==> src/rtl/vdma_pkg.sv <==
package vdma_pkg;

    localparam int SRC_W = 24;

    typedef enum logic [1:0] {
        ST_IDLE = 2'd0,
        ST_XFER = 2'd1,
        ST_FILL = 2'd2,
        ST_COPY = 2'd3
    } vdma_state_e;

    typedef enum logic [1:0] {
        RAM_PAT  = 2'd0,
        RAM_COL  = 2'd1,
        RAM_SCR  = 2'd2,
        RAM_NONE = 2'd3
    } vdma_ram_e;

    localparam logic [3:0] CODE_PAT = 4'h1;
    localparam logic [3:0] CODE_COL = 4'h3;
    localparam logic [3:0] CODE_SCR = 4'h5;

    localparam logic [1:0] MODE_FILL = 2'b10;

    // Running state chosen by the two mode bits of the source high byte.
    function automatic vdma_state_e run_state(input logic [1:0] mode_bits);
        if (mode_bits == 2'b11)      return ST_COPY;
        else if (mode_bits == 2'b10) return ST_FILL;
        else                         return ST_XFER;
    endfunction

endpackage

==> src/rtl/vdma_refresh_map.sv <==
module vdma_refresh_map #(
    parameter int SLOT_W = 8
) (
    input  logic [SLOT_W-1:0] idx,
    input  logic              wide,
    output logic              is_ref
);

    always_comb begin
        if (wide) begin
            is_ref = (idx == SLOT_W'(37))  || (idx == SLOT_W'(69))  ||
                     (idx == SLOT_W'(102)) || (idx == SLOT_W'(133)) ||
                     (idx == SLOT_W'(165)) || (idx == SLOT_W'(197)) ||
                     (idx >= SLOT_W'(210));
        end else begin
            is_ref = (idx == SLOT_W'(24))  || (idx == SLOT_W'(56))  ||
                     (idx == SLOT_W'(88))  || (idx == SLOT_W'(120)) ||
                     (idx == SLOT_W'(152));
        end
    end

endmodule

==> src/rtl/vdma_src_regs.sv <==
module vdma_src_regs
    import vdma_pkg::*;
#(
    parameter int LEN_W  = 16,
    parameter int DEST_W = 16,
    parameter int INC_W  = 8
) (
    input  logic              clk,
    input  logic              rst_n,
    input  logic              load,
    input  logic [SRC_W-1:0]  ld_src,
    input  logic [LEN_W-1:0]  ld_len,
    input  logic [DEST_W-1:0] ld_dest,
    input  logic [INC_W-1:0]  ld_inc,
    input  logic              step,
    output logic [SRC_W-1:0]  src,
    output logic [DEST_W-1:0] dest,
    output logic              last_step
);

    logic [LEN_W-1:0] len_q;
    logic [INC_W-1:0] inc_q;

    always_ff @(posedge clk) begin
        if (!rst_n) begin
            src   <= '0;
            dest  <= '0;
            len_q <= '0;
            inc_q <= '0;
        end else if (load) begin
            src   <= ld_src;
            dest  <= ld_dest;
            len_q <= ld_len;
            inc_q <= ld_inc;
        end else if (step) begin
            // low byte steps; carry reaches the middle byte and stops there
            src[7:0] <= src[7:0] + 8'd1;
            if (src[7:0] == 8'hFF)
                src[15:8] <= src[15:8] + 8'd1;
            dest  <= dest + DEST_W'(inc_q);
            len_q <= len_q - LEN_W'(1);
        end
    end

    // decrement happens before the zero test, so a loaded zero wraps first
    assign last_step = (len_q == LEN_W'(1));

endmodule

==> src/rtl/vdma_src_engine.sv <==
module vdma_src_engine
    import vdma_pkg::*;
#(
    parameter int SLOT_W       = 8,
    parameter int LEN_W        = 16,
    parameter int DEST_W       = 16,
    parameter int INC_W        = 8,
    parameter int DATA_W       = 16,
    parameter int DUE_W        = 16,
    parameter int LATENCY      = 3,
    parameter int IDX_W        = 6,
    parameter int SCROLL_DEPTH = 40
) (
    input  logic              clk,
    input  logic              rst_n,
    input  logic              cfg_load,
    input  logic [23:0]       cfg_src,
    input  logic [LEN_W-1:0]  cfg_len,
    input  logic [DEST_W-1:0] cfg_dest,
    input  logic [INC_W-1:0]  cfg_inc,
    input  logic [5:0]        cfg_cmd,
    input  logic              host_wr,
    input  logic [DATA_W-1:0] host_data,
    output logic              host_rej,
    input  logic              slot_tick,
    input  logic [SLOT_W-1:0] slot_idx,
    input  logic              wide_mode,
    input  logic              q_unused,
    input  logic              q_full,
    output logic              unused_take,
    output logic              ext_req,
    output logic [23:0]       ext_addr,
    input  logic [DATA_W-1:0] ext_rdata,
    output logic [1:0]        cp_ram,
    output logic [DEST_W-1:0] cp_addr,
    input  logic [DATA_W-1:0] cp_rdata,
    output logic              q_push,
    output logic [DEST_W-1:0] q_addr,
    output logic [DATA_W-1:0] q_data,
    output logic [3:0]        q_code,
    output logic              q_partial,
    output logic [DUE_W-1:0]  q_due,
    output logic              dma_run,
    output logic [5:0]        dma_cmd
);

    localparam int NPROBE = 2;

    vdma_state_e       state_q, state_d;
    logic [SRC_W-1:0]  src;
    logic [DEST_W-1:0] dest;
    logic              last_step;
    logic [5:0]        cmd_q;
    logic [DATA_W-1:0] last_q;
    logic [DUE_W-1:0]  tick_q;
    logic [3:0]        code;
    logic [1:0]        mode;
    logic              running, cfg_ok, start_run, fill_arm, host_ok;
    logic              slot_open, step_go, finish, idx_in_range;
    logic [DATA_W-1:0] copy_val, src_val;

    // refresh lookup for this slot (probe 0) and the slot before it (probe 1)
    logic [SLOT_W-1:0] probe [NPROBE];
    logic [NPROBE-1:0] ref_vec;

    assign probe[0] = slot_idx;
    assign probe[1] = slot_idx - SLOT_W'(1);

    for (genvar g = 0; g < NPROBE; g++) begin : g_ref
        vdma_refresh_map #(.SLOT_W(SLOT_W)) u_map (
            .idx    (probe[g]),
            .wide   (wide_mode),
            .is_ref (ref_vec[g])
        );
    end

    vdma_src_regs #(.LEN_W(LEN_W), .DEST_W(DEST_W), .INC_W(INC_W)) u_regs (
        .clk       (clk),
        .rst_n     (rst_n),
        .load      (cfg_ok),
        .ld_src    (cfg_src),
        .ld_len    (cfg_len),
        .ld_dest   (cfg_dest),
        .ld_inc    (cfg_inc),
        .step      (step_go),
        .src       (src),
        .dest      (dest),
        .last_step (last_step)
    );

    assign code      = cmd_q[3:0];
    assign mode      = src[SRC_W-1:SRC_W-2];
    assign running   = (state_q != ST_IDLE);
    assign cfg_ok    = cfg_load && !running;
    assign start_run = cfg_ok && cfg_cmd[5] && (cfg_src[23:22] != MODE_FILL);
    assign fill_arm  = host_wr && cmd_q[5] && (mode == MODE_FILL) &&
                       (state_q == ST_IDLE || state_q == ST_FILL);
    assign host_ok   = host_wr && (!running || state_q == ST_FILL);
    assign slot_open = slot_tick && running && !ref_vec[0] && !q_full;

    always_comb begin
        unique case (state_q)
            ST_XFER: step_go = slot_open && ((slot_idx == '0) || !ref_vec[1]);
            ST_FILL: step_go = slot_open;
            ST_COPY: step_go = slot_open && q_unused;
            ST_IDLE: step_go = 1'b0;
            default: step_go = 1'b0;
        endcase
    end

    assign finish      = step_go && last_step;
    assign ext_req     = step_go && (state_q == ST_XFER);
    assign ext_addr    = src;
    assign unused_take = step_go && (state_q == ST_COPY);

    // copy read port: RAM and index picked by the destination code
    always_comb begin
        cp_ram       = RAM_NONE;
        cp_addr      = '0;
        idx_in_range = 1'b0;
        if (code == CODE_PAT) begin
            cp_ram       = RAM_PAT;
            cp_addr      = DEST_W'(src[15:0]);
            idx_in_range = 1'b1;
        end else if (code == CODE_COL) begin
            cp_ram       = RAM_COL;
            cp_addr      = DEST_W'(src[IDX_W-1:0]);
            idx_in_range = 1'b1;
        end else if (code == CODE_SCR) begin
            cp_ram       = RAM_SCR;
            cp_addr      = DEST_W'(src[IDX_W-1:0]);
            idx_in_range = (src[IDX_W-1:0] < IDX_W'(SCROLL_DEPTH));
        end
    end

    always_comb begin
        if (!idx_in_range)          copy_val = '0;
        else if (code == CODE_PAT)  copy_val = {{(DATA_W-8){1'b0}}, cp_rdata[7:0]};
        else                        copy_val = cp_rdata;
    end

    always_comb begin
        unique case (state_q)
            ST_XFER: src_val = ext_rdata;
            ST_COPY: src_val = copy_val;
            ST_FILL: src_val = (code == CODE_PAT) ?
                               {{(DATA_W-8){1'b0}}, last_q[DATA_W-1:DATA_W-8]} : last_q;
            ST_IDLE: src_val = '0;
            default: src_val = '0;
        endcase
    end

    // next-state logic
    always_comb begin
        state_d = state_q;
        unique case (state_q)
            ST_IDLE: begin
                if (start_run)     state_d = run_state(cfg_src[23:22]);
                else if (fill_arm) state_d = ST_FILL;
            end
            ST_XFER, ST_COPY: begin
                if (finish) state_d = ST_IDLE;
            end
            ST_FILL: begin
                if (fill_arm)    state_d = ST_FILL;
                else if (finish) state_d = ST_IDLE;
            end
            default: state_d = ST_IDLE;
        endcase
    end

    // state register
    always_ff @(posedge clk) begin
        if (!rst_n) state_q <= ST_IDLE;
        else        state_q <= state_d;
    end

    // registered outputs and working registers
    always_ff @(posedge clk) begin
        if (!rst_n) begin
            q_push    <= 1'b0;
            q_addr    <= '0;
            q_data    <= '0;
            q_code    <= '0;
            q_partial <= 1'b0;
            q_due     <= '0;
            host_rej  <= 1'b0;
            cmd_q     <= '0;
            last_q    <= '0;
            tick_q    <= '0;
        end else begin
            q_push   <= step_go;
            host_rej <= host_wr && !host_ok;
            if (slot_tick)
                tick_q <= tick_q + DUE_W'(1);
            if (host_ok)
                last_q <= host_data;
            if (step_go) begin
                q_addr    <= dest;
                q_data    <= src_val;
                q_code    <= code;
                q_partial <= (state_q == ST_FILL) && (code == CODE_PAT);
                q_due     <= tick_q + DUE_W'(LATENCY);
            end
            if (cfg_ok)
                cmd_q <= cfg_cmd;
            else if (running && state_d == ST_IDLE)
                cmd_q <= {2'b00, cmd_q[3:0]};
        end
    end

    assign dma_run = running;
    assign dma_cmd = cmd_q;

endmodule

==> config.mk <==
export PLATFORM = sky130hd
export DESIGN_NAME = vdma_src_engine
export DESIGN_NICKNAME = d
export VERILOG_FILES = /design/src/rtl/vdma_pkg.sv /design/src/rtl/vdma_refresh_map.sv /design/src/rtl/vdma_src_regs.sv /design/src/rtl/vdma_src_engine.sv
export SDC_FILE = /design/constraint.sdc
export NUM_CORES = 1
export LEC_CHECK = 0
export BUFFER_PORTS_ARGS = -buffer_cell sky130_fd_sc_hd__buf_2
export CORE_MARGIN = 2
export CORE_UTILIZATION = 40
export CTS_CLUSTER_DIAMETER = 30
export DETAILED_ROUTE_END_ITERATION = 16
export HOLD_SLACK_MARGIN = 0.12
export PLACE_DENSITY = 0.71
export SYNTH_ARGS = -nofsm -noshare
export SYNTH_HDL_FRONTEND = slang
export SYNTH_HIERARCHICAL = 1
export SYNTH_SLANG_ARGS = --single-unit
==> constraint.sdc <==
create_clock -name clk -period 4.6 [get_ports clk]
set_input_delay 0.46 -clock clk [delete_from_list [all_inputs] [get_ports clk]]
set_output_delay 0.46 -clock clk [all_outputs]
set_load 0.01 [all_outputs]
* Word-level counts from Yosys, hierarchy flattened
Cells that the tools add are included.
** Storage, ports and cells
- Register bits after elaboration :: 159
- Bits of input ports :: 134
- Output and inout port bits :: 106
- Word-level logic and storage cells :: 149
** Cells by class
- Add/subtract/negate cells :: 7
- Order comparisons :: 3
- Equal/unequal tests :: 34
- Mux-type cells :: 32
- Reduce and logical (&&, ||, !) cells :: 55
** Operators by type and width (number)
- $mux 16 :: 10
- $eq 8x8->1 const B :: 9
- $eq 8x7->1 const B :: 8
- $pmux 16 s4 :: 1
- $eq 8x6->1 const B :: 4
- $mux 6 :: 4
- $logic_or 1x1->1 :: 23
- $logic_and 1x1->1 :: 18
- $add 16x1->16 const B :: 1
- $add 16x2->16 const B :: 1
- $add 16x8->16 :: 1
- $add 8x1->8 const B :: 2
- $eq 16x1->1 const B :: 1
- $eq 8x5->1 const B :: 2
- $ge 8x8->1 const B :: 2
- $mux 2 :: 8
- $sub 16x1->16 const B :: 1
- $eq 2x2->1 const B :: 5
- $logic_not 8->1 :: 1
- $mux 8 :: 1
- $reduce_bool 2->1 :: 4
- $sub 8x1->8 const B :: 1
- $lt 6x6->1 const B :: 1
- $mux 1 :: 6
- other kinds (11) :: 16

* Logic depth before layout (Yosys ltp)
Gate-level depths: netlist of the first run.
- Depth in word-level cells :: 21
- Mapped depth :: 19
- Gate-level depth less buffers :: 16

* Modules after synthesis
The synthesis of the first run kept the hierarchy.
** Modules (own cells, without submodules)
- vdma_src_engine :: times used 1, cells each 562, area an instance 4768.3 µm², sequential area each 1901.8 µm²
- vdma_src_regs :: times used 1, cells each 397, area an instance 3425.8 µm², sequential area each 1281.2 µm²
- vdma_refresh_map :: times used 2, cells each 14, area an instance 106.4 µm², sequential area each 0.0 µm²

* Least setup slack after synthesis of the first run
No wires, ideal clock.
- Path kind :: in2reg
- From :: input port slot_idx[0]
- To :: register u_regs.src[13]
- Library setup time :: 91 ps
- Arrival :: 4069 ps
- Required time :: 4509 ps
- Setup slack :: 440 ps
- Stages on the path :: 19
- Buffers on the path :: 3
- Path through :: inv_1 ha_1 inv_1 or3_1 xnor2_1 nand4b_1 nor3_1 mux2i_1 o2111ai_1 and3b_1 o21a_1 nor2_2 buf_4 buf_4 nand3_2 or3_1 buf_6 or4_1 a311oi_1
** RTL lines
- from (decl) :: line vdma_src_engine.sv:26 : input logic [SLOT_W-1:0] slot_idx,
- to (signal assigned) :: line vdma_src_regs.sv:31 : src <= ld_src;
- to (signal assigned) :: line vdma_src_regs.sv:39 : src[15:8] <= src[15:8] + 8'd1;
- to (decl) :: line vdma_src_regs.sv:16 : output logic [SRC_W-1:0] src,

==> results of run 1 <==
==> logic make-up (layout without fill, tap and decap cells) <==
logic type | count (synthesis) | count (layout) | synth area share [%]
and+or+nand+nor | 353 | 353 | 22.7
AOI/OAI and AO/OA | 275 | 275 | 22.0
DFF | 159 | 159 | 37.9
buffers and inverters | 95 | 306 | 5.00
xor gates and xnor gates | 53 | 53 | 5.52
muxes | 36 | 36 | 4.42
adders and majority gates | 16 | 16 | 2.47
other | 0 | 1 | 0
==> cells in the final DEF, fill, tap and decap left out, types with 16 or more instances in the layout <==
master | netlist | final
nand3_1 | 41 | 41
nand2_1 | 76 | 76
dfxtp_1 | 159 | 159
o21ai_0 | 58 | 58
clkbuf_16 | 0 | 17
mux2i_1 | 27 | 27
inv_1 | 18 | 16
nor2_1 | 71 | 71
and2_1 | 16 | 16
buf_2 | 10 | 239
a211oi_1 | 24 | 24
xnor2_1 | 27 | 27
xor2_1 | 26 | 26
buf_4 | 6 | 16
a21oi_1 | 82 | 82
and3_1 | 16 | 16
nor3_1 | 20 | 20
==> worst register-to-register path, stage by stage (launching register included) <==
cell and delay (ns):
dfxtp_1 0.67, nor2_1 0.11, inv_1 0.22, o211ai_1 0.20
nor2_4 0.21, nand3_2 0.14, or3_1 0.52, or4_1 0.54
a311oi_1 0.31
==> synth_stat cells (4+ instances only) <==
cell type,number,area [µm²]
nor2b_1,13,81.3
nand2b_1,5,31.3
buf_2,10,50.1
nor3b_1,10,75.1
o21ai_0,58,290
xnor2_1,27,236
clkbuf_1,49,184
nor4_1,15,93.8
a21oi_2,7,61.3
nor3_1,20,100
a211oi_1,24,180
a21oi_1,82,410
a21o_1,4,30.0
o211ai_1,7,52.6
a311oi_1,13,114
or4_1,13,97.6
ha_1,15,188
a221o_1,8,80.1
nand2_1,76,285
o31ai_1,12,90.1
buf_1,5,18.8
xor2_1,26,228
mux2i_1,27,270
a41o_1,8,80.1
mux2_2,8,90.1
and3_1,16,100
buf_4,6,45.0
nor2_1,71,267
nand4b_1,5,43.8
a31oi_1,15,93.8
a211oi_2,6,75.1
or3_1,10,62.6
and2_1,16,100
nand4_1,15,93.8
nand3_1,41,205
dfxtp_1,159,3180
inv_1,18,67.6
a32oi_1,8,70.1
==> power by group <==
group	leakage [nW]	switching, mW	internal [mW]	total (mW)
combinational	2.66	0.312	0.218	0.530
sequential	1.30	0.0851	1.46	1.54
clock	0.313	0.573	0.990	1.56
total	4.28	0.970	2.67	3.64
==> layout make-up <==
type	count	area, µm²
diodes	1	2.50
clock buffers	21	460
clock inverters	10	185
fillers	2020	10400
inverters	20	75.1
multi-input cells	733	4820
flip-flops and latches	159	3180
well taps	275	344
repair buffers	255	1320
==> stage by stage <==
step | std cells | hold WS, ns | instance area, µm² | utilization, % | setup WS, ns
4_1_cts | 1473 | 0.252 | 10400 | 49.9 | 0.693
6_report | 1474 | 0.272 | 10400 | 49.9 | 0.644
2_1_floorplan | 987 | 0.432 | 8410 | - | 0.440
5_1_grt | 1474 | 0.255 | 10400 | 49.9 | 0.340
3_5_place_dp | 1442 | 0.446 | 9740 | 46.8 | 0.273
3_3_place_gp | 1442 | 0.440 | 9740 | 46.8 | 0.432
==> how the worst max path moves through the flow <==
stage	start	end	cells past startpoint
floorplan	slot_idx[0]	u_regs/src[13]	19
global placement	slot_idx[0]	u_regs/len_q[13]	18
detailed placement	slot_idx[0]	u_regs/len_q[15]	18
global route	slot_idx[0]	u_regs/len_q[15]	18
finish	slot_idx[0]	u_regs/src[13]	17
CTS	slot_idx[0]	u_regs/len_q[15]	18
==> registers in the layout, summed over array words and instances, names as in the netlist, 8 cells and up <==
name,count
last_q,16
q_addr,16
q_data,16
q_due,16
tick_q,16
u_regs/dest,16
u_regs/inc_q,8
u_regs/len_q,16
u_regs/src,24
==> layer usage <==
layer  up-vias  GRT usage (%)  part of all wire, %
li1       4031              -                    -
met1      3912           29.9                   44
met2       282           35.9                   47
met3        42           4.92                  6.6
met4         2           8.33                  2.1
met5         -              0                0.028
==> flow_summary.rst, run 1 <==
.. list-table::
   :header-rows: 1

   * - Metric
     - Value
   * - Share of cells above drive strength 1
     - 27.6%
   * - PortBufs
     - 239
   * - DR pass1 iterations
     - 5
   * - Placer Congestion
     - 0.870
   * - P&R area growth vs syn
     - 23.5%
   * - Total negative slack
     - 0 ns
   * - Period utilisation layout
     - 86.0%
   * - Register-to-register setup slack
     - 1.58 ns
   * - Hold violation count in the final report
     - 0
   * - Number of setup buffers added after CTS
     - 0
   * - Total I/O pin count
     - 240
   * - Launch point of the worst reg-to-reg path
     - state_q[1]
   * - Min-Delay Startpoint
     - host_data[9]
   * - Async set-or-reset flop fraction in the synthesized netlist
     - 0%
   * - Number of synthesized flops with an enable pin
     - 0
   * - Synth Register Bits
     - 159
   * - Clk Tree Root Cell
     - clkbuf_16
   * - Worst-margin pin slew
     - 1.15 ns
   * - Maximum number of pins on one net before global-route repair
     - 52
   * - Class of the tightest hold or removal check
     - input port to register
   * - Chip Height
     - 149 µm
   * - Cell chain of the critical path
     - buf_2 > inv_1 > ha_1 > inv_1 > or3_1 > xnor2_1 > nor4b_2 > a21oi_1 > or3_1 > o2111ai_1 > and3b_1 > o21a_1 > nor2_4 > nand3_2 > or3_1 > or4_1 > a311oi_1
   * - Min Clock Period, post-route
     - 3.96 ns
   * - Global-route total usage across every layer
     - 22.5%
   * - Nets in the synthesized netlist
     - 1137
   * - Remaining number of nets flagged by the antenna check after routing
     - 0
   * - Clock-pin slew of the registers on the worst-case setup and hold paths
     - 0.06 ns
   * - Net count, final
     - 1336
   * - DRC violation count after routing
     - 0
   * - Flip-flop cell with the highest count after synthesis
     - dfxtp_1
   * - Number of clock sinks
     - 159
   * - Distinct cells, synth
     - 74
   * - Area of the die
     - 22200 µm²
   * - Global-route wire length before repair
     - 39700 µm
   * - H-tree lvl count
     - 4
   * - Initial antenna violation count
     - 2
   * - Clock tree from TritonCTS
     - done
   * - Starting Density
     - 40.4%
   * - Cts bufs inserted
     - 17
   * - First DRT Iteration DRCs
     - 463
   * - Status
     - finished, final reports clean
   * - Width of the chip
     - 149 µm
   * - Avg Cell Area, Syn
     - 8.52 µm²
   * - Cell type group with the largest total delay on the critical path
     - simple AND/OR/NAND/NOR gates
   * - Worst hold stages
     - 3
   * - Area of the core
     - 20800 µm²
   * - Relative slew slack
     - 23.1%
   * - Maximum net fanout on the critical path
     - 8
   * - CTS-repair resized insts
     - 0
   * - Cell depth of the worst flop-to-flop path
     - 8
   * - Detail Placement HPWL
     - 18400 µm
   * - Sequential cell area fraction in the yosys report
     - 37.9%
   * - Crit path buffers/inverters
     - 3
   * - Num rows
     - 53
   * - Leakage power figure
     - 4.28 nW
   * - Cell count after synthesis
     - 987
   * - RSZ-0062 raised after global routing
     - false
   * - Buffer levels on the longest clock path
     - 2
   * - Critical-path cell with the highest stage delay
     - or4_1
   * - CP peak stage delay
     - 0.53 ns
   * - Capturing element type of the critical path
     - register
   * - # setup viols final
     - 0
   * - Overflow left after global routing
     - 0
   * - Endpoint of the worst-slack reg-to-reg timing path
     - u_regs/src[13]
   * - End point of the worst hold path
     - last_q[9]
   * - Final Max Slew Viols
     - 0
   * - Highest Clock Rate
     - 253 MHz
   * - Number of vias per cell after detailed routing
     - 5.61
   * - Signal arrival time at the worst endpoint
     - 4.28 ns
   * - CP startpoint kind
     - input port
   * - Detailed-route wire length per cell
     - 17.3 µm
   * - Max-Cap Viols
     - 0
   * - Vias in the first global route
     - 7643
   * - Number of vias after detailed routing
     - 8269
   * - Post-route total power
     - 3.64 mW
   * - Worst skew pair latency
     - 0.43 ns
   * - Setup clock skew after layout
     - 0.0101 ns
   * - Most used cell along the critical path
     - or3_1
   * - Yosys warning count
     - 6
   * - Total of hold buffers inserted after clock tree synthesis
     - 0
   * - Routed WL
     - 25500 µm
   * - Post-Syn Area
     - 8410 µm²
   * - Pwr dens
     - 350 nW/µm²
   * - Start-to-end type of the worst setup path
     - input port to register
   * - Required time worst endpoint
     - 4.93 ns
   * - Maximum resistive drop on vdd
     - 0.229 mV
Note: power is estimated with default switching activity, not from simulation.
==> run 2, diff against run 1 <==
--- a/config.mk
+++ b/config.mk
@@ -6,4 +6,5 @@
 export NUM_CORES = 1
 export LEC_CHECK = 0
+export ABC_AREA = 1
 export BUFFER_PORTS_ARGS = -buffer_cell sky130_fd_sc_hd__buf_2
 export CORE_MARGIN = 2
==> constraint.sdc (replaced) <==
create_clock -name clk -period 4.6 [get_ports clk]
set_input_delay 0.92 -clock clk [delete_from_list [all_inputs] [get_ports clk]]
set_output_delay 0.92 -clock clk [all_outputs]
set_load 0.01 [all_outputs]
==> flow_summary.rst, run 2 <==
.. list-table::
   :header-rows: 1

   * - Metric
     - Value
   * - Fraction of synthesized area in multiplexers
     - 0%
   * - Core occupancy in the finished layout
     - 50.3%
   * - Detailed-route wire length per cell
     - 14.5 µm
   * - Clk Tree Root Cell
     - clkbuf_16
   * - Proportion of power drawn by the clock network
     - 39.4%
   * - Worst-margin pin slew
     - 1.14 ns
   * - Number of clock sinks
     - 159
   * - Async set-or-reset flop fraction in the synthesized netlist
     - 0%
   * - # setup viols final
     - 0
   * - Class of the tightest hold or removal check
     - register to register
   * - Final Max Slew Viols
     - 0
   * - Area of the die
     - 22500 µm²
   * - Capturing element type of the critical path
     - primary output
   * - Leakage power figure
     - 5.15 nW
   * - PortBufs
     - 239
   * - Buffer levels on the longest clock path
     - 2
   * - Combinational group share of total power
     - 20.6%
   * - Flip-flop cell with the highest count after synthesis
     - dfxtp_1
   * - Maximum resistive drop on vdd
     - 0.215 mV
   * - Cell count after synthesis
     - 1281
   * - Number of vias per cell after detailed routing
     - 4.99
   * - Complex-gate fraction of the synthesized area
     - 16.7%
   * - P&R area growth vs syn
     - 23.4%
   * - Synth Register Bits
     - 159
   * - Detail Placement HPWL
     - 19200 µm
   * - Top library cells by usage in the layout, fill and taps aside
     - nand2_1 (292), buf_2 (238), nor2_1 (180), dfxtp_1 (159), inv_1 (144)
   * - Overflow left after global routing
     - 0
   * - Area of the core
     - 21000 µm²
   * - Pwr dens
     - 380 nW/µm²
   * - Arithmetic-cell share of the synthesized area counting full adders, half adders and majority gates
     - 2.43%
   * - Clock-pin slew of the registers on the worst-case setup and hold paths
     - 0.07 ns
   * - Total negative slack
     - 0 ns
   * - Register with the most flip-flops
     - u_regs/src
   * - Total I/O pin count
     - 240
   * - Number of flip-flops under the largest register name
     - 24
   * - Post-Synth Simple-Gate Area
     - 30.1%
   * - Most repeated cell in the gate-level netlist after synthesis
     - nand2_1
   * - Remaining number of nets flagged by the antenna check after routing
     - 0
   * - Placer Congestion
     - 0.894
   * - Chip Height
     - 150 µm
   * - Width of the chip
     - 150 µm
   * - Setup clock skew after layout
     - 0.00999 ns
   * - Period utilisation layout
     - 87.8%
   * - Start-to-end type of the worst setup path
     - input port to primary output
   * - Distinct cells, synth
     - 45
   * - Most used standard cells in the synthesized netlist
     - nand2_1 (292), nor2_1 (181), dfxtp_1 (159)
   * - Net count, final
     - 1648
   * - Signal arrival time at the worst endpoint
     - 3.12 ns
   * - RSZ-0062 raised after global routing
     - false
   * - Yosys top cell by area
     - dfxtp_1
   * - Required time worst endpoint
     - 3.68 ns
   * - Area share of xor/xnor cells in the synthesized design
     - 3.69%
   * - Largest cells by area after synthesis
     - dfxtp_1 (37%), nand2_1 (13%), nor2_1 (8.0%)
   * - First DRT Iteration DRCs
     - 594
   * - Area of placed instances
     - 9880 µm²
   * - Number of synthesized flops with an enable pin
     - 0
   * - Starting Density
     - 40.7%
   * - Share of Yosys cell area claimed by the top area cell type
     - 37.3%
   * - Post-route cell area
     - 10500 µm²
   * - Number of vias after detailed routing
     - 8912
   * - Highest Clock Rate
     - 248 MHz
   * - Relative slew slack
     - 23.7%
   * - CTS-repair resized insts
     - 0
   * - Total of hold buffers inserted after clock tree synthesis
     - 0
   * - Largest family of logic cells by synthesized area
     - simple AND/OR/NAND/NOR gates
   * - Yosys warning count
     - 6
   * - Post-Syn Area
     - 8540 µm²
   * - Sw Ratio
     - 30.5%
   * - Vias in the first global route
     - 8281
   * - Global-route wire length before repair
     - 40400 µm
   * - Clock tree from TritonCTS
     - done
   * - Leading cell type in the layout, fill and taps excluded
     - nand2_1
   * - Num rows
     - 53
   * - Initial antenna violation count
     - 1
   * - Max-Cap Viols
     - 0
   * - Status
     - finished, final reports clean
   * - DRC violation count after routing
     - 0
   * - DR pass1 iterations
     - 5
   * - Global-route total usage across every layer
     - 22.4%
   * - Avg Cell Area, Syn
     - 6.66 µm²
   * - Maximum net fanout on the critical path
     - 24
   * - Power dissipated by switching net loads
     - 1.22 mW
   * - Worst skew pair latency
     - 0.42 ns
   * - Nets in the synthesized netlist
     - 1431
   * - Hold violation count in the final report
     - 0
   * - Routed WL
     - 26000 µm
   * - Sequential cell area fraction in the yosys report
     - 37.3%
   * - CP startpoint kind
     - input port
   * - H-tree lvl count
     - 4
   * - Number of setup buffers added after CTS
     - 0
   * - Sequential group share of total power
     - 40.0%
   * - Internal Pwr Total
     - 2.78 mW
   * - Share of cells above drive strength 1
     - 21.1%
   * - Min Clock Period, post-route
     - 4.04 ns
   * - Maximum number of pins on one net before global-route repair
     - 97
   * - Cts bufs inserted
     - 17
## run 2: cells by family (layout without fill, tap and decap cells)
logic type	Yosys count	in the layout
AND/OR/NAND/NOR	607	607
buffers and inverters	201	431
other	0	1
AO/OA/AOI/OAI	262	262
adder cells (fa/ha/maj)	16	16
XOR/XNOR	36	36
flip-flops	159	159
## run 2: final cells by class
class | instances | area (µm²)
clock buffer | 20 | 447
timing repair buffer | 248 | 1270
tap | 275 | 344
inverter | 151 | 567
multi-input combinational | 921 | 4520
antenna | 1 | 2.50
fill | 2163 | 10400
sequential | 159 | 3180
clock inverter | 12 | 208
## run 2: stage by stage
step	worst slack, ns	std cells	total power [mW]	hold WS (ns)
2_1_floorplan	1.12	1281	2.15	0.430
3_3_place_gp	0.641	1754	2.44	0.446
3_5_place_dp	0.579	1754	2.45	0.452
4_1_cts	0.564	1786	4.03	0.461
5_1_grt	0.317	1787	4.20	0.489
6_report	0.562	1787	4.00	0.464
## run 2: routing by layer
layer  wire (µm)  GRT usage (%)
met1       11400           27.8
met2       12100           39.2
met3        1860           4.30
met4         588           6.93
met5           0              0
## run 2: power by group through the flow
stage	registers [mW]	logic (mW)	clock network (mW)
after floorplan	1.63	0.523	0
after global placement	1.63	0.808	0
after detailed placement	1.63	0.814	0
after CTS	1.60	0.821	1.61
after global routing	1.62	0.926	1.65
final	1.60	0.824	1.58
## run 2: worst paths after layout
path	from	to	slack, ns	depth (start not counted)
hold / removal	last_q[0]	last_q[0]	0.46	2
setup / recovery	slot_idx[0]	ext_req	0.56	18
hold reg to reg	last_q[0]	last_q[0]	0.46	2
setup reg to reg	state_q[0]	u_regs/dest[2]	2.05	12
## run 2: worst max-delay path, stage by stage
cell and delay [ns]:
buf_2 0.11, inv_1 0.12, ha_1 0.21, nand2_1 0.12, xor2_1 0.28, inv_1 0.10, nand2_1 0.07, nor2_1 0.05
nand2_1 0.05, nand2_1 0.04, nand2_1 0.05, nand2_1 0.05, inv_1 0.04, nor2_1 0.04, o21ai_2 0.09, nand2_4 0.21
nor2_2 0.35, buf_2 0.20
==> run 3, diff against run 2 <==
- ABC_AREA: 1 -> not set
==> flow_summary.rst, run 3 (same netlist as run 1, synthesis figures left out) <==
.. list-table::
   :header-rows: 1

   * - Metric
     - Value
   * - Top library cells by usage in the layout, fill and taps aside
     - buf_2 (239), dfxtp_1 (159), a21oi_1 (81), nand2_1 (76), nor2_1 (71)
   * - Endpoint of the worst-slack reg-to-reg timing path
     - u_regs/src[14]
   * - Total of hold buffers inserted after clock tree synthesis
     - 0
   * - Worst skew pair latency
     - 0.42 ns
   * - Critical path origin
     - slot_idx[0]
   * - CP peak stage delay
     - 0.36 ns
   * - Detail Placement HPWL
     - 18400 µm
   * - CTS-repair resized insts
     - 0
   * - Met3 layer wire length in the routed design
     - 1580 µm
   * - Initial antenna violation count
     - 2
   * - CP startpoint kind
     - input port
   * - Maximum number of pins on one net before global-route repair
     - 54
   * - Relative slew slack
     - 23.4%
   * - Global-route wire length before repair
     - 39500 µm
   * - Post-placement setup slack
     - 0.0464 ns
   * - Final worst setup slack
     - 0.262 ns
   * - Class of the tightest hold or removal check
     - register to register
   * - Launch point of the worst reg-to-reg path
     - state_q[1]
   * - H-tree lvl count
     - 4
   * - Endpoint of the most critical setup path
     - ext_req
   * - Inserted Diodes
     - 0
   * - Cell type group with the largest total delay on the critical path
     - simple AND/OR/NAND/NOR gates
   * - Critical-path cell with the highest stage delay
     - or3_1
   * - Status
     - finished, final reports clean
   * - Maximum resistive drop on vdd
     - 0.205 mV
   * - Global-route total usage across every layer
     - 22.5%
   * - Pwr dens
     - 339 nW/µm²
   * - DRC violation count after routing
     - 0
   * - Share of cells above drive strength 1
     - 28.2%
   * - Signal arrival time at the worst endpoint
     - 3.42 ns
   * - Max Used Layer
     - met5
   * - Maximum net fanout on the critical path
     - 6
   * - Leading cell type in the layout, fill and taps excluded
     - buf_2
   * - Chip Height
     - 149 µm
   * - Period utilisation layout
     - 94.3%
   * - Cts bufs inserted
     - 17
   * - Highest Clock Rate
     - 231 MHz
   * - Number of vias after detailed routing
     - 8273
   * - DR pass1 iterations
     - 5
   * - Cell depth of the worst flop-to-flop path
     - 9
   * - First DRT Iteration DRCs
     - 450
   * - Required time worst endpoint
     - 3.68 ns
   * - Register-to-register setup slack
     - 1.68 ns
   * - Hold violation count in the final report
     - 0
   * - Min Clock Period, post-route
     - 4.34 ns
   * - Remaining number of nets flagged by the antenna check after routing
     - 0
   * - # setup viols final
     - 0
   * - Start-to-end type of the worst setup path
     - input port to primary output
   * - Length of routed met2 wiring
     - 12000 µm
   * - Post-route total power
     - 3.52 mW
   * - Total I/O pin count
     - 240
   * - Metal1 wirelength
     - 11300 µm
   * - Clock-pin slew of the registers on the worst-case setup and hold paths
     - 0.06 ns
   * - Area of the core
     - 20800 µm²
   * - Clk Tree Root Cell
     - clkbuf_16
   * - Num rows
     - 53
   * - Buffer levels on the longest clock path
     - 2
   * - P&R area growth vs syn
     - 23.6%
   * - Vias in the first global route
     - 7618
   * - RSZ-0062 raised after global routing
     - false
   * - Max-Cap Viols
     - 0
   * - Width of the chip
     - 149 µm
   * - Cell chain of the critical path
     - buf_2 > inv_1 > ha_1 > inv_1 > or3_1 > xnor2_2 > nor4b_2 > a21oi_1 > or3_1 > o2111ai_1 > and3b_1 > o21ai_4 > and3_1 > buf_2
   * - Final Max Slew Viols
     - 0
   * - Register with the most flip-flops
     - u_regs/src
   * - Crit path buffers/inverters
     - 4
   * - Number of clock sinks
     - 159
   * - Leakage power figure
     - 4.27 nW
   * - Routed WL
     - 25500 µm
   * - Number of setup buffers added after CTS
     - 0
   * - Number of flip-flops under the largest register name
     - 24
   * - Clock tree from TritonCTS
     - done
   * - Setup clock skew after layout
     - 0.00989 ns
   * - Number of cells on the critical path
     - 14
   * - Total negative slack
     - 0 ns
   * - Overflow left after global routing
     - 0
   * - Number of vias per cell after detailed routing
     - 5.59
   * - Area of the die
     - 22200 µm²
   * - Layout fillers
     - 2033
   * - Worst-margin pin slew
     - 1.15 ns
   * - Capturing element type of the critical path
     - primary output
   * - Detailed-route wire length per cell
     - 17.3 µm
   * - Placer Congestion
     - 0.886
   * - Net count, final
     - 1342
   * - Starting Density
     - 40.4%
   * - PortBufs
     - 239
==> run 3: cell types whose count changed in the layout (fill, tap and decap cells not counted), moves of 27 or more <==
cell / delta
nand3_1: -37
inv_1: -128
nand2_1: -216
o21ai_0: -65
nor2_1: -109
mux2i_1: +27
==> run 3: cell type report <==
type / instances / area [µm²] / area share (%)
clock buffers: 21 / 460 / 4.43
clock inverters: 10 / 138 / 1.32
inverters: 20 / 75.1 / 0.723
multi-input cells: 733 / 4830 / 46.5
flip-flops and latches: 159 / 3180 / 30.6
well taps: 275 / 344 / 3.31
repair buffers: 261 / 1360 / 13.1
==> run 3: tightest hold or removal path, stage by stage (launching register included) <==
cell and delay (ns):
dfxtp_1 0.31, nand2_1 0.05, a21oi_1 0.05
==> run 3: worst min-delay path by stage <==
stage | depth (start not counted) | from | end | slack (ns)
after floorplan | 2 | last_q[1] | last_q[1] | 0.43
after global placement | 2 | last_q[2] | last_q[2] | 0.44
after detailed placement | 2 | last_q[7] | last_q[7] | 0.45
after CTS | 2 | last_q[7] | last_q[7] | 0.45
after global routing | 2 | last_q[6] | last_q[6] | 0.48
final | 2 | last_q[7] | last_q[7] | 0.45
==> run 3: stage by stage <==
stage               hold slack (ns)  utilization [%]  cells  instance area [µm²]
floorplan                     0.432                -    987                 8410
global placement              0.441             47.0   1448                 9790
detailed placement            0.446             47.0   1448                 9790
CTS                           0.454             49.9   1479                10400
global route                  0.478             49.9   1479                10400
finish                        0.455             49.9   1479                10400
==> run 3: per-layer routing <==
metal,up-vias,track usage (%)
met1,3886,29.0
li1,4062,-
met5,-,0
met2,280,37.1
met3,41,4.86
met4,4,8.05
==> run 3: power by group <==
| group | switching [mW] | internal [mW] |
|---|---|---|
| sequential | 0.0836 | 1.46 |
| clock | 0.564 | 0.878 |
| combinational | 0.313 | 0.221 |
| total | 0.961 | 2.56 |
